`config.mk`:
```
export PLATFORM = sky130hd
export DESIGN_NAME = exc_vector_ctrl
export DESIGN_NICKNAME = d
export VERILOG_FILES = /design/src/rtl/excv_pkg.sv /design/src/rtl/excv_undef_decode.sv /design/src/rtl/excv_nmi_latch.sv /design/src/rtl/excv_holdoff.sv /design/src/rtl/exc_vector_ctrl.sv
export SDC_FILE = /design/constraint.sdc
export NUM_CORES = 1
export LEC_CHECK = 0
export BUFFER_PORTS_ARGS = -buffer_cell sky130_fd_sc_hd__buf_2
export CAP_MARGIN = 20
export CELL_PAD_IN_SITES_DETAIL_PLACEMENT = 0
export CELL_PAD_IN_SITES_GLOBAL_PLACEMENT = 1
export CORE_UTILIZATION = 38
export DETAILED_ROUTE_END_ITERATION = 8
export PLACE_DENSITY_LB_ADDON = 0.25
export SYNTH_ARGS = -nofsm -noshare
export SYNTH_HDL_FRONTEND = slang
export SYNTH_SLANG_ARGS = --single-unit
```
`constraint.sdc`:
```
create_clock -name clk -period 2.1 [get_ports clk]
set_input_delay 0.105 -clock clk [delete_from_list [all_inputs] [get_ports clk]]
set_output_delay 0.105 -clock clk [all_outputs]
set_load 0.02 [all_outputs]
```
`src/rtl/excv_pkg.sv`:
```
package excv_pkg;
  localparam logic [7:0]  TRAP_OPCODE = 8'hF7;
  localparam logic [15:0] VEC_TRAP    = 16'h2010;
  localparam logic [15:0] VEC_UNDEF   = 16'h2012;
  localparam logic [15:0] VEC_NMI     = 16'h203E;

  typedef enum logic [1:0] {
    SRC_TRAP  = 2'd0,
    SRC_UNDEF = 2'd1,
    SRC_NMI   = 2'd2,
    SRC_MASK  = 2'd3
  } exc_src_e;
endpackage

```
`src/rtl/excv_undef_decode.sv`:
```
module excv_undef_decode #(
  parameter int unsigned          NUM_CODES = 4,
  parameter logic [NUM_CODES*8-1:0] CODES   = {8'h04, 8'h1C, 8'h36, 8'hEF}
) (
  input  logic [7:0] opcode,
  output logic       is_undef
);
  logic [NUM_CODES-1:0] hit;

  generate
    for (genvar g = 0; g < NUM_CODES; g++) begin : g_cmp
      assign hit[g] = (opcode == CODES[g*8 +: 8]);
    end
  endgenerate

  assign is_undef = |hit;
endmodule

```
`src/rtl/excv_nmi_latch.sv`:
```
module excv_nmi_latch #(
  parameter int unsigned SYNC_STAGES = 2
) (
  input  logic clk,
  input  logic rst_n,
  input  logic pin,
  input  logic clr,
  output logic pending
);
  // Synchroniser and history flop reset to 1, so a pin already high at
  // reset only counts once it has been observed low.
  logic [SYNC_STAGES-1:0] sync_q, sync_d;
  logic                   hist_q, hist_d;
  logic                   pend_q, pend_d;
  logic                   rise;

  assign rise = sync_q[SYNC_STAGES-1] & ~hist_q;

  always_comb begin
    sync_d = {sync_q[SYNC_STAGES-2:0], pin};
    hist_d = sync_q[SYNC_STAGES-1];
    pend_d = pend_q;
    if (clr)  pend_d = 1'b0;
    if (rise) pend_d = 1'b1;
  end

  always_ff @(posedge clk or negedge rst_n) begin
    if (!rst_n) begin
      sync_q <= '1;
      hist_q <= 1'b1;
      pend_q <= 1'b0;
    end else begin
      sync_q <= sync_d;
      hist_q <= hist_d;
      pend_q <= pend_d;
    end
  end

  assign pending = pend_q;

  // a latched request persists until it is taken
  a_r4_pending_held: assert property (@(posedge clk) disable iff (!rst_n)
    pend_q && !clr |=> pend_q);
  // one rise per high phase of the pin
  a_r4_single_rise: assert property (@(posedge clk) disable iff (!rst_n)
    rise |=> !rise);
endmodule

```
`src/rtl/excv_holdoff.sv`:
```
module excv_holdoff #(
  parameter int unsigned INHIBIT_INSNS = 1
) (
  input  logic clk,
  input  logic rst_n,
  input  logic step,
  input  logic load,
  output logic active
);
  localparam int unsigned CW = $clog2(INHIBIT_INSNS + 1);
  localparam logic [CW-1:0] CNT_INIT = CW'(INHIBIT_INSNS);

  logic [CW-1:0] cnt_q, cnt_d;
  logic          cnt_en;

  assign cnt_en = step;

  always_comb begin
    cnt_d = cnt_q;
    if (load)              cnt_d = CNT_INIT;
    else if (cnt_q != '0)  cnt_d = cnt_q - 1'b1;
  end

  always_ff @(posedge clk or negedge rst_n) begin
    if (!rst_n)      cnt_q <= '0;
    else if (cnt_en) cnt_q <= cnt_d;
  end

  assign active = (cnt_q != '0);

  // the window never outlasts its configured length
  a_r8_window_bound: assert property (@(posedge clk) disable iff (!rst_n)
    cnt_q <= CNT_INIT);
  // the window only moves on a boundary strobe
  a_r10_window_stable: assert property (@(posedge clk) disable iff (!rst_n)
    !step |=> $stable(cnt_q));
endmodule

```
`src/rtl/exc_vector_ctrl.sv`:
```
module exc_vector_ctrl #(
  parameter int unsigned            NUM_UNDEF     = 4,
  parameter logic [NUM_UNDEF*8-1:0] UNDEF_CODES   = {8'h04, 8'h1C, 8'h36, 8'hEF},
  parameter int unsigned            INHIBIT_INSNS = 1,
  parameter int unsigned            SYNC_STAGES   = 2,
  parameter int unsigned            VEC_W         = 16
) (
  input  logic             clk,
  input  logic             rst_n,
  input  logic             boundary,
  input  logic [7:0]       opcode,
  input  logic             nmi_pin,
  input  logic             mreq,
  input  logic [VEC_W-1:0] mreq_vec,
  output logic             take,
  output logic [VEC_W-1:0] take_vec,
  output logic [1:0]       take_src
);
  import excv_pkg::*;

  logic is_trap, is_undef_raw, is_undef, op_exc;
  logic nmi_pend, nmi_clr, holdoff;
  logic sel_any;
  exc_src_e sel_src;
  logic [VEC_W-1:0] sel_vec;

  logic             take_q, take_d;
  logic [VEC_W-1:0] vec_q, vec_d;
  exc_src_e         src_q, src_d;

  excv_undef_decode #(.NUM_CODES(NUM_UNDEF), .CODES(UNDEF_CODES)) i_undef (
    .opcode  (opcode),
    .is_undef(is_undef_raw)
  );

  excv_nmi_latch #(.SYNC_STAGES(SYNC_STAGES)) i_nmi (
    .clk    (clk),
    .rst_n  (rst_n),
    .pin    (nmi_pin),
    .clr    (nmi_clr),
    .pending(nmi_pend)
  );

  excv_holdoff #(.INHIBIT_INSNS(INHIBIT_INSNS)) i_hold (
    .clk   (clk),
    .rst_n (rst_n),
    .step  (boundary),
    .load  (op_exc),
    .active(holdoff)
  );

  assign is_trap  = (opcode == TRAP_OPCODE);
  assign is_undef = is_undef_raw & ~is_trap;
  assign op_exc   = boundary & (is_trap | is_undef);

  // Priority: opcode exceptions, then pin, then maskable outside the window.
  always_comb begin
    sel_any = 1'b0;
    sel_src = SRC_TRAP;
    sel_vec = VEC_W'(VEC_TRAP);
    if (boundary) begin
      if (is_trap) begin
        sel_any = 1'b1;
      end else if (is_undef) begin
        sel_any = 1'b1;
        sel_src = SRC_UNDEF;
        sel_vec = VEC_W'(VEC_UNDEF);
      end else if (nmi_pend) begin
        sel_any = 1'b1;
        sel_src = SRC_NMI;
        sel_vec = VEC_W'(VEC_NMI);
      end else if (mreq && !holdoff) begin
        sel_any = 1'b1;
        sel_src = SRC_MASK;
        sel_vec = mreq_vec;
      end
    end
  end

  assign nmi_clr = sel_any & (sel_src == SRC_NMI);

  always_comb begin
    take_d = sel_any;
    vec_d  = sel_any ? sel_vec : vec_q;
    src_d  = sel_any ? sel_src : src_q;
  end

  always_ff @(posedge clk or negedge rst_n) begin
    if (!rst_n) begin
      take_q <= 1'b0;
      vec_q  <= '0;
      src_q  <= SRC_TRAP;
    end else begin
      take_q <= take_d;
      vec_q  <= vec_d;
      src_q  <= src_d;
    end
  end

  assign take     = take_q;
  assign take_vec = vec_q;
  assign take_src = src_q;

  // every take follows a boundary strobe
  a_r10_take_after_strobe: assert property (@(posedge clk) disable iff (!rst_n)
    take |-> $past(boundary));
  // trap opcode is always taken with its vector
  a_r2_trap_taken: assert property (@(posedge clk) disable iff (!rst_n)
    boundary && opcode == TRAP_OPCODE |=> take && take_vec == VEC_W'(VEC_TRAP));
  // pin request survives a coinciding opcode exception
  a_r6_nmi_deferred: assert property (@(posedge clk) disable iff (!rst_n)
    op_exc && nmi_pend |=> nmi_pend);
  // no maskable acknowledge while the window is open
  a_r8_mask_held: assert property (@(posedge clk) disable iff (!rst_n)
    boundary && holdoff |=> !(take && take_src == 2'd3));
endmodule

```
## Yosys cells after proc, flatten, opt, wreduce, memory -nomap -nowiden

Index checks and enable logic that the tools add are counted.

| cells by class | value |
|---|---|
| bitwise logic cells | 7 |
| equal/unequal tests | 6 |
| reductions and logical operators | 4 |
| add/sub/neg operators | 1 |
| mux-type cells | 19 |

Operator list:

| kind | count |
|---|---|
| two-way mux 16 bit | 5 |
| == test 8 bit (second input constant) | 2 |
| two-way mux 2 bit | 5 |
| two-way mux 1 bit | 9 |
| == test 8 x 3 -> 1 bit (second input constant) | 1 |
| == test 8 x 5 -> 1 bit (second input constant) | 1 |
| == test 8 x 6 -> 1 bit (second input constant) | 1 |
| bitwise AND 1 bit | 4 |
| OR reduction 4 bit | 1 |
| == test 2 bit (second input constant) | 1 |
| inverter 1 bit | 2 |
| nonzero test 2 bit | 1 |
| logical AND 1 bit | 1 |
| zero test 1 bit | 1 |
| OR 1 bit | 1 |
| subtractor 1 bit (second input constant) | 1 |

| word-level totals | value |
|---|---|
| register bits after elaboration | 24 |
| output and inout bits | 19 |

## Longest topological paths before layout

| depth | value |
|---|---|
| depth in word-level cells | 11 |
| depth in mapped cells | 6 |
| mapped depth without buffers | 5 |

## Cells and area by module

Synthesis repeated with hierarchy kept, for this count alone.

| unflattened totals | value |
|---|---|
| cells, all modules | 133 |
| area, all modules | 1351.3 um^2 |

Modules (own cells, without submodules):

| module | instances | cells each | area an instance (um^2) |
|---|---|---|---|
| exc_vector_ctrl | 1 | 114 | 1111.1 |
| excv_nmi_latch | 1 | 7 | 123.9 |
| excv_undef_decode | 1 | 10 | 76.3 |
| excv_holdoff | 1 | 2 | 40.0 |

## Worst setup path before layout

OpenSTA, ideal clock, no wires.

| path | value |
|---|---|
| path type | reg2reg |
| start point | register i_hold.cnt_q, in the netlist i_hold.active |
| end point | register vec_q[2], in the netlist take_vec[2] |
| stages on the path, launching flop included | 6 |
| library setup time | 123 ps |
| data arrival time | 1299 ps |
| slack | 678 ps |
| path through | dfrtp_1 nor2b_1 buf_1 nand2_1 o22a_1 o221a_2 |

| between the ends | value |
|---|---|
| word-level cells in the longest chain between the ends | 7 |

RTL lines:

| what | line | RTL |
|---|---|---|
| start, declared | excv_holdoff.sv:13 | `logic [CW-1:0] cnt_q, cnt_d;` |
| start signal, assigned | excv_holdoff.sv:26 | `else if (cnt_en) cnt_q <= cnt_d;` |
| zero test 1 bit (*) | exc_vector_ctrl.sv:72 | `end else if (mreq && !holdoff) begin` |
| logical AND 1 bit (*) | exc_vector_ctrl.sv:72 |  |
| two-way mux 16 bit / two-way mux 1 bit (equally long branches) | exc_vector_ctrl.sv:72 |  |
| two-way mux 16 bit / two-way mux 1 bit (equally long branches) | exc_vector_ctrl.sv:68 | `end else if (nmi_pend) begin` |
| two-way mux 16 bit / two-way mux 1 bit (equally long branches) | exc_vector_ctrl.sv:64 | `end else if (is_undef) begin` |
| two-way mux 16 bit / two-way mux 1 bit (equally long branches) | exc_vector_ctrl.sv:62 | `if (is_trap) begin` |
| two-way mux 16 bit / two-way mux 1 bit (equally long branches) | exc_vector_ctrl.sv:61 | `if (boundary) begin` |
| end signal, assigned | exc_vector_ctrl.sv:95 | `vec_q <= vec_d;` |
| end, declared | exc_vector_ctrl.sv:28 | `logic [VEC_W-1:0] vec_q, vec_d;` |

Mark *: on every way between the ends. The rest lies on a longest branch, timed or not.
A chain may end at the register's enable or synchronous reset.

## Final worst setup path

| path | value |
|---|---|
| start point | register i_hold.cnt_q, in the netlist i_hold.active |
| end point | register vec_q[8], in the netlist take_vec[8] |

Same word-level chain as after synthesis.

==> impl_metrics.tcl <==
set metrics [dict create \
    outcome "complete, but fails checks" \
    violations "DRC" \
    clk_latency_ns 0.31 \
    netlist_area_um2 1146 \
    postSynthAreaPerCell_um2 11.58 \
    clockBufferDepth 2 \
    regArea_um2 604.3 \
    intPower_uw 761.9 \
    seq_power_share 0.519 \
    wl_per_cell_um 13.89 \
    max_stage_delay_ns 0.58 \
    hp-class "in2reg" \
    yosys.area.top_type "dfrtp_1" \
    synth_nets 128 \
    synth_edf_count 0 \
    drv_cap 0 \
    area_delta_synth_final_pct 25.98 \
    ant_nets 0 \
    setup.worst_path.class "reg2reg" \
    grt_max_degree 25 \
    clkPwrFrac 0.180 \
    p_switching_uw 378.3 \
    worstSetupStartpointType "register" \
    worst-r2r-cell-count 4 \
    synthTopCellsByArea "dfrtp_1 46%, dfstp_2 6.9%, o2bb2ai_1 6.9%" \
    vias_per_cell 5.685 \
    synthTopCellsByCount "21 x dfrtp_1, 9 x a22oi_1, 9 x o2bb2ai_1" \
    n_antenna_cell 0 \
    io_buffer_count 47 \
    routabilityCongestion 0.8024 \
    tightestPinTransition_ns 0.6308 \
    critPathCapture "take_vec[8]" \
    antenna_found_initial 0 \
    yosysUniqueCellTypes 35 \
    ios 48 \
    drt_wl_total_um 2472 \
    endpoint_kind "register" \
    synth.most_common_cell "dfrtp_1" \
    cellLeakagePower_nw 0.6422 \
    path_clk_slew_ns 0.13 \
    topRoutingLayerUsed "met4" \
    reg2reg_slack_ns 0.40 \
    wl_met3_um 140 \
    cp_max_fo 11 \
    drc 2 \
    critPathLaunch "i_hold.active" \
    final_hold_viol_count 0 \
    wl_met1_um 1117 \
    cts-root-buf "clkbuf_4" \
    vias 1012 \
    slew-limit-headroom 0.5779 \
    slew_viol_final 0 \
    synth_cells 99 \
    multiInputGateArea_um2 496.7 \
    cts.sinks 24 \
    dieArea_um2 3240 \
    die_x_um 56.92 \
    finalSetupViolations 0 \
    nFillCells 269 \
    netlist.area_leader.share 0.4585 \
    finalSetupTns_ns 0 \
    hpwl_um 1872 \
    swShare 0.3318 \
    yosysSeqAreaShare 0.5273 \
    cts_inserted_buffers 3 \
    worstPathCellList "nand2b_1 > nor2_1 > a22oi_1 > o2bb2ai_1" \
    yosysWarnings 0 \
    synthFlopType "dfrtp_1" \
    grt_overflow 0 \
    finClkSkew_ns 0.01005 \
    grt_pass1_vias 932 \
    grt_pass1_wl_um 4098 \
    timing.fmax_ghz 0.5866 \
    initial_core_util 0.4086 \
    ctsResizeCount 0 \
    critPathArrivalTime_ns 1.95 \
    cts_max_level 1 \
    coreArea_um2 2805 \
    r2r-start "i_hold.active" \
    ys_ff_latch 24 \
    rows 19 \
    dr_wl_met2_um 1185 \
    async_flop_share 1.000 \
    pwr-share-comb 0.301 \
    drtPass1Iterations 6 \
    required_ns 2.35 \
    finalPower_mw 1.140 \
    drive_gt1_frac 0.4218 \
    finalCriticalPeriod_ns 1.705 \
    cpMaxStageDelayCell "nor2_1" \
    layout.nets 177 \
    irDropWorstVdd_mv 0.3953 \
    fin_crit_sh 0.8118 \
    die_h_um 56.92 \
    grt_setup_unrepaired "false" \
    grt_use_total 0.1632 \
    cts_tree "done" \
    initialDrtViolationCount 25 \
    powerDensity_nw_per_um2 789.6 \
    reg2reg_to "take_vec[8]" \
]
## layout by cell type (no fill, tap or decap), types with 2 or more instances in the layout
cell,Yosys,routed
nor3_1,2,2
a21oi_1,4,4
nand3_1,2,2
o22a_1,6,6
nand2_1,3,3
nand3b_1,2,2
or3_1,2,2
dfstp_2,3,3
a22oi_1,9,9
dlygate4sd3_1,0,2
o2bb2ai_1,9,9
a32o_1,2,2
clkbuf_4,0,3
buf_2,0,47
dfrtp_1,21,21
nor2_1,4,4
o221a_2,3,3
inv_1,4,4
## registers in the layout, indices dropped and copies added, names as in the netlist
name,cells
take_vec,16
take,1
take_src,2
i_nmi.sync_q,2
i_nmi.pending,1
i_nmi.hist_q,1
i_hold.active,1
## final cells by class
type | count | area share
Clock buffer | 4 | 0.01820
Inverter | 4 | 0.01040
Multi-Input combinational cell | 65 | 0.3440
Sequential cell | 24 | 0.4185
Tap cell | 31 | 0.02686
Timing Repair Buffer | 50 | 0.1820
## kinds of logic after synthesis
group,share of synthesized area
and+or+nand+nor,0.1201
DFF,0.5273
buffers and inverters,0.03930
muxes,0.008734
AOI/OAI and AO/OA,0.3046
## critical path, delay by kind of cell (launching register included)
family / cells / cell delay (ns)
AND/OR/NAND/NOR: 2 / 0.91
AO/OA/AOI/OAI: 2 / 0.32
flip-flops: 1 / 0.41
## worst min path at each step
| stage | from | endpoint | cells after the start |
|---|---|---|---|
| after CTS | mreq_vec[11] | take_vec[11] | 3 |
| final | mreq_vec[10] | take_vec[10] | 3 |
| after global routing | mreq_vec[10] | take_vec[10] | 3 |
| after floorplan | rst_n | i_hold.active | 0 |
| after global placement | rst_n | take | 1 |
| after detailed placement | rst_n | take_vec[2] | 1 |
## power by group through the flow
stage,Clock (mW),Sequential [mW],Combinational (mW)
final,0.206,0.592,0.343
after global routing,0.225,0.601,0.371
after floorplan,0,0.675,0.139
after detailed placement,0,0.600,0.344
after CTS,0.216,0.591,0.347
after global placement,0,0.597,0.339
## metal layers
metal / global-route usage / vias up
met1: 0.2107 / 492
met4: 0.06272 / 0
li1: - / 485
met2: 0.2756 / 31
met5: 0 / -
met3: 0.02535 / 4
## what timing repair did
action / in CTS / in global routing
setup buffers: 0 / 0
hold endpoints to repair: 22 / 0
hold buffers: 2 / 0
## metrics by stage
step / util / worst slack [ns] / instance area, um2 / hold WS (ns) / instances
CTS: 0.5147 / 0.4129 / 1444 / 0.04905 / 178
global placement: 0.4982 / 0.5191 / 1398 / 0.1079 / 172
global route: 0.5147 / 0.2507 / 1444 / 0.06639 / 178
floorplan: - / 0.6781 / 1146 / -0.1906 / 99
detailed placement: 0.4982 / 0.4196 / 1398 / 0.1115 / 172
finish: 0.5147 / 0.3953 / 1444 / 0.05881 / 178
No activity file was read; power rests on OpenSTA's default activity.
